File: config.mk
export PLATFORM = sky130hd
export DESIGN_NAME = vec_media_alu
export DESIGN_NICKNAME = d
export VERILOG_FILES = /design/src/rtl/vma_pkg.sv /design/src/rtl/vma_byte_unit.sv /design/src/rtl/vma_word_unit.sv /design/src/rtl/vma_out_stage.sv /design/src/rtl/vec_media_alu.sv
export SDC_FILE = /design/constraint.sdc
export NUM_CORES = 1
export LEC_CHECK = 0
export ABC_AREA = 1
export BUFFER_PORTS_ARGS = -buffer_cell sky130_fd_sc_hd__buf_2
export CAP_MARGIN = 20
export CORE_MARGIN = 5
export CORE_UTILIZATION = 55
export CTS_BUF_LIST = sky130_fd_sc_hd__clkbuf_8
export DETAILED_ROUTE_END_ITERATION = 6
export PLACE_DENSITY = 0.77
export REMOVE_ABC_BUFFERS = 1
export SYNTH_ARGS = -nofsm -noshare
export SYNTH_HDL_FRONTEND = slang
export SYNTH_HIERARCHICAL = 1
export SYNTH_SLANG_ARGS = --single-unit
File: constraint.sdc
create_clock -name clk -period 2.5 [get_ports clk]
set_input_delay 0 -clock clk [delete_from_list [all_inputs] [get_ports clk]]
set_output_delay 0 -clock clk [all_outputs]
set_load 0.05 [all_outputs]
File: src/rtl/vma_pkg.sv
package vma_pkg;
  localparam int OP_W = 3;
  localparam logic [OP_W-1:0] OP_ABSDB = 3'd0;
  localparam logic [OP_W-1:0] OP_AVGB  = 3'd1;
  localparam logic [OP_W-1:0] OP_CGEN  = 3'd2;
  localparam logic [OP_W-1:0] OP_ADDX  = 3'd3;
endpackage

File: src/rtl/vma_byte_unit.sv
module vma_byte_unit #(
  parameter int W = 8
) (
  input  logic [W-1:0] a,
  input  logic [W-1:0] b,
  output logic [W-1:0] absd,
  output logic [W-1:0] avg
);
  logic [W:0] rsum;
  logic       a_ge_b;

  always_comb begin
    rsum   = {1'b0, a} + {1'b0, b} + (W+1)'(1);
    avg    = rsum[W:1];
    a_ge_b = (a >= b);
    absd   = a_ge_b ? (a - b) : (b - a);
  end
endmodule

File: src/rtl/vma_word_unit.sv
module vma_word_unit #(
  parameter int W = 32
) (
  input  logic [W-1:0] a,
  input  logic [W-1:0] b,
  input  logic         cin,
  output logic [W-1:0] cgen,
  output logic [W-1:0] addx
);
  logic [W:0] wide;

  always_comb begin
    wide = {1'b0, a} + {1'b0, b};
    cgen = {{(W-1){1'b0}}, wide[W]};
    addx = wide[W-1:0] + W'(cin);
  end
endmodule

File: src/rtl/vma_out_stage.sv
module vma_out_stage #(
  parameter int DW = 128
) (
  input  logic          clk,
  input  logic          rst,
  input  logic          load,
  input  logic [DW-1:0] d_result,
  input  logic          d_err,
  output logic          q_valid,
  output logic [DW-1:0] q_result,
  output logic          q_err
);
  always_ff @(posedge clk) begin
    if (rst) begin
      q_valid  <= 1'b0;
      q_err    <= 1'b0;
      q_result <= '0;
    end else begin
      q_valid <= load;
      q_err   <= load & d_err;
      if (load) q_result <= d_result;
    end
  end
endmodule

File: src/rtl/vec_media_alu.sv
module vec_media_alu #(
  parameter int DATA_W = 128,
  parameter int BYTE_W = 8,
  parameter int WORD_W = 32
) (
  input  logic                     clk,
  input  logic                     rst,
  input  logic                     in_valid,
  input  logic [vma_pkg::OP_W-1:0] in_op,
  input  logic [DATA_W-1:0]        src_a,
  input  logic [DATA_W-1:0]        src_b,
  input  logic [DATA_W-1:0]        src_t,
  output logic                     out_valid,
  output logic [DATA_W-1:0]        out_result,
  output logic                     out_err
);
  import vma_pkg::*;

  localparam int N_BYTES = DATA_W / BYTE_W;
  localparam int N_WORDS = DATA_W / WORD_W;

  logic [DATA_W-1:0] absd_v, avg_v, cgen_v, addx_v;
  logic [DATA_W-1:0] nxt_result;
  logic              nxt_err;

  for (genvar i = 0; i < N_BYTES; i++) begin : g_byte
    vma_byte_unit #(.W(BYTE_W)) u_byte (
      .a    (src_a[i*BYTE_W +: BYTE_W]),
      .b    (src_b[i*BYTE_W +: BYTE_W]),
      .absd (absd_v[i*BYTE_W +: BYTE_W]),
      .avg  (avg_v[i*BYTE_W +: BYTE_W])
    );
  end

  for (genvar j = 0; j < N_WORDS; j++) begin : g_word
    vma_word_unit #(.W(WORD_W)) u_word (
      .a    (src_a[j*WORD_W +: WORD_W]),
      .b    (src_b[j*WORD_W +: WORD_W]),
      .cin  (src_t[j*WORD_W]),
      .cgen (cgen_v[j*WORD_W +: WORD_W]),
      .addx (addx_v[j*WORD_W +: WORD_W])
    );
  end

  always_comb begin
    nxt_err = 1'b0;
    case (in_op)
      OP_ABSDB: nxt_result = absd_v;
      OP_AVGB:  nxt_result = avg_v;
      OP_CGEN:  nxt_result = cgen_v;
      OP_ADDX:  nxt_result = addx_v;
      default: begin
        nxt_result = '0;
        nxt_err    = 1'b1;
      end
    endcase
  end

  vma_out_stage #(.DW(DATA_W)) u_out (
    .clk      (clk),
    .rst      (rst),
    .load     (in_valid),
    .d_result (nxt_result),
    .d_err    (nxt_err),
    .q_valid  (out_valid),
    .q_result (out_result),
    .q_err    (out_err)
  );
endmodule

==> impl_results.md <==
* Crit Path Class: in2reg
* Yosys warns at 6
* CP required at 3050 ps
* Unrepaired setup endpoints after global routing: yes
* Post-DRT Antenna Nets at 0
* Routed wire length per instance at 14.1 um
* Fmax at 416 MHz
* CTS tree: yes
* Post-synth ARST share at 0%
* Most common cell in the netlist: nand2_1
* CP endpoint kind: register
* Portion of netlist area occupied by mux cells at 0%
* Vias/cell at 5.01
* Leak Pwr at 34.5 nW
* Initial antenna violation count at 10
* Final min period at 2410 ps
* Final Skew at 0 ps
* Vias in the first global route at 51500
* Crit path launch type: input port
* Post-Syn Instances at 8921
* Average size of a mapped cell at 5.29 sq um
* TritonCTS Buffers at 17
* Netlist cell types at 41
* Synth Area in Compound Gates at 4.84%
* First-pass GRT wire length at 250 mm
* Setup TNS at 0 ps
* Post-synth top cells: 2965 x nand2_1, 1852 x inv_1, 1104 x nor2_1
* Aggregate global-route resource usage at 32.9%
* Nets@finish at 10900
* Clock transition at path regs at 100 ps
* Initial core utilization at 55.5%
* Global placement routability congestion at 1.03
* Core Region at 0.0851 sq mm
* FF+latch count, synth at 130
* Clock Latency Late Sink at 600 ps
* Post-synthesis xor/xnor area fraction at 4.10%
* Failing checks: design-rule violations
* Worst VDD drop at 0.000430 V
* Yosys top cell by area: nand2_1
* Post-Syn Area at 0.0472 sq mm
* Maximum number of pins on one net before global-route repair at 87
* Slew Limit Fails at 0
* Power Density at 325 mW/mm^2
* Die Y at 303 um
* Fin Hold WS at 85.9 ps
* Largest family of logic cells by synthesized area: simple AND/OR/NAND/NOR gates
* Layout cells sized above 1 at 16.8%
* IO Pins at 520
* Post-synth EDFFs at 0
* Final setup vio count at 0
* Final hold vios at 0
* Worst hold path type: in2reg
* Clock sink count at 130
* Area Growth Syn to Fin at 16.9%
* Pre-Repair DR Iteration Count at 7
* Synth Flop Type: dfxtp_1
* Synth Area in Adders at 15.6%
* Die X at 303 um
* Routed wire length at 157 mm
* PortBufs at 395
* Simple logic cell fraction of the synthesized area at 49.1%
* Crit Path Max Fanout at 4
* H-tree Lvls at 4
* Seq/Total Area, Yosys at 5.51%
* Rows at 107
* Drt initial violations at 3901
* Vias at 55700
* Slew @ Worst Pin at 759 ps
* Global route overflow at 0
* DRC errors left at 1
* Synth area leaders: nand2_1 24%, inv_1 15%, ha_1 13%
* Synth top area share at 23.6%
* Crit path DAT at 2950 ps
* Total die area at 0.0918 sq mm
* Maximum root-to-sink buffer count at 2
* Max Cap Viol at 0
* Max-slew headroom at 49.4%
* Final period util at 96.2%
* Status: finished with violations
* Root Buffer: clkbuf_8
* Detailed placement HPWL at 131 mm
## worst max-delay path, stage by stage
cell and delay (ps):
buf_2 110, ha_1 270, fa_2 580, ha_1 170, inv_1 60, nor2_1 140
nand3_1 140, nor2_4 170, nand2_2 80, nor2_2 160, nand3_2 120, nor2_4 160
nand2_1 90, xor2_1 140, inv_1 70, nor2_1 130, nor2_1 70, nand2_1 50
inv_1 30, nand2_1 40, nand2_1 40, nor2_1 90
## cell type report
| class | instances | area, sq um |
|---|---|---|
| multi-input cells | 6678 | 35300 |
| fillers | 8556 | 29900 |
| repair buffers | 1201 | 8250 |
| inverters | 1914 | 7190 |
| flip-flops and latches | 130 | 2600 |
| well taps | 1144 | 1430 |
| clock buffers | 17 | 234 |
| clock inverters | 15 | 149 |
| diodes | 13 | 32.5 |
## logic make-up after synthesis
family | count (synthesis)
adders and majority gates | 556
other | 4
and+or+nand+nor | 5413
DFF | 130
xor gates and xnor gates | 220
AOI/OAI and AO/OA | 365
buffers and inverters | 2233
## worst paths after layout
check / start / endpoint / slack [ps] / cells after the start
max: src_a[0] / u_out/q_result[24]$_SDFFE_PP0P_ / 90 / 22
max reg2reg: u_out/q_result[22]$_SDFFE_PP0P_ / u_out/q_result[22]$_SDFFE_PP0P_ / 1780 / 2
min reg2reg: u_out/q_result[44]$_SDFFE_PP0P_ / u_out/q_result[44]$_SDFFE_PP0P_ / 470 / 2
min: src_t[0] / u_out/q_result[0]$_SDFFE_PP0P_ / 90 / 10
## timing repair
item / in CTS / in global routing
buffers inserted: 0 / 0
hold buffers: 4 / 0
endpoints found under the setup margin: 0 / 35
hold endpoints to repair: 46 / 0
resized for setup: 0 / 27
## registers in the layout, summed over array words and instances, names as in the netlist
| signal | flops |
|---|---|
| u_out/q_result | 128 |
| u_out/q_err | 1 |
| u_out/q_valid | 1 |
## stage by stage
step,cells,power [mW],util (%),instance area (sq um),setup WS (ps)
after floorplan,8722,10.8,-,45000,-966
after global placement,11100,15.3,64.2,54700,-407
after detailed placement,11100,15.5,64.2,54700,-492
after CTS,11100,17.8,64.7,55100,210
after global routing,11100,19.6,64.8,55200,-43.9
final,11100,17.9,64.9,55200,94.4
## layout by cell type (no fill, tap or decap), types with 25 or more instances in the layout
cell type,n
nand2_1,2963
inv_1,1850
nor2_1,1090
nand3_1,827
buf_4,787
ha_1,502
buf_2,393
a21oi_1,192
xor2_1,179
nand4_1,134
dfxtp_1,130
conb_1,124
nand2_2,99
nor2_2,71
nand3_2,67
inv_2,62
fa_1,49
o21ai_0,41
xnor2_1,40
nor2_4,35
a21oi_2,35
o21ai_1,33
nor3_1,28
and2_1,25
## layer usage
layer  wire length [um]  track usage, %
met1              67200            42.2
met2              71000            55.3
met3              11900            4.40
met4               6800            14.4
met5                 13               0
## where the power goes
part           leakage [nW]  switching (mW)  total (mW)  internal [mW]
sequential             1.08           0.120        2.35           2.23
clock                 0.184            1.36        2.17          0.813
combinational          33.3            8.41        13.4           5.01
total                  34.5            9.88        17.9           8.05
(Power assumes the default switching activity.)
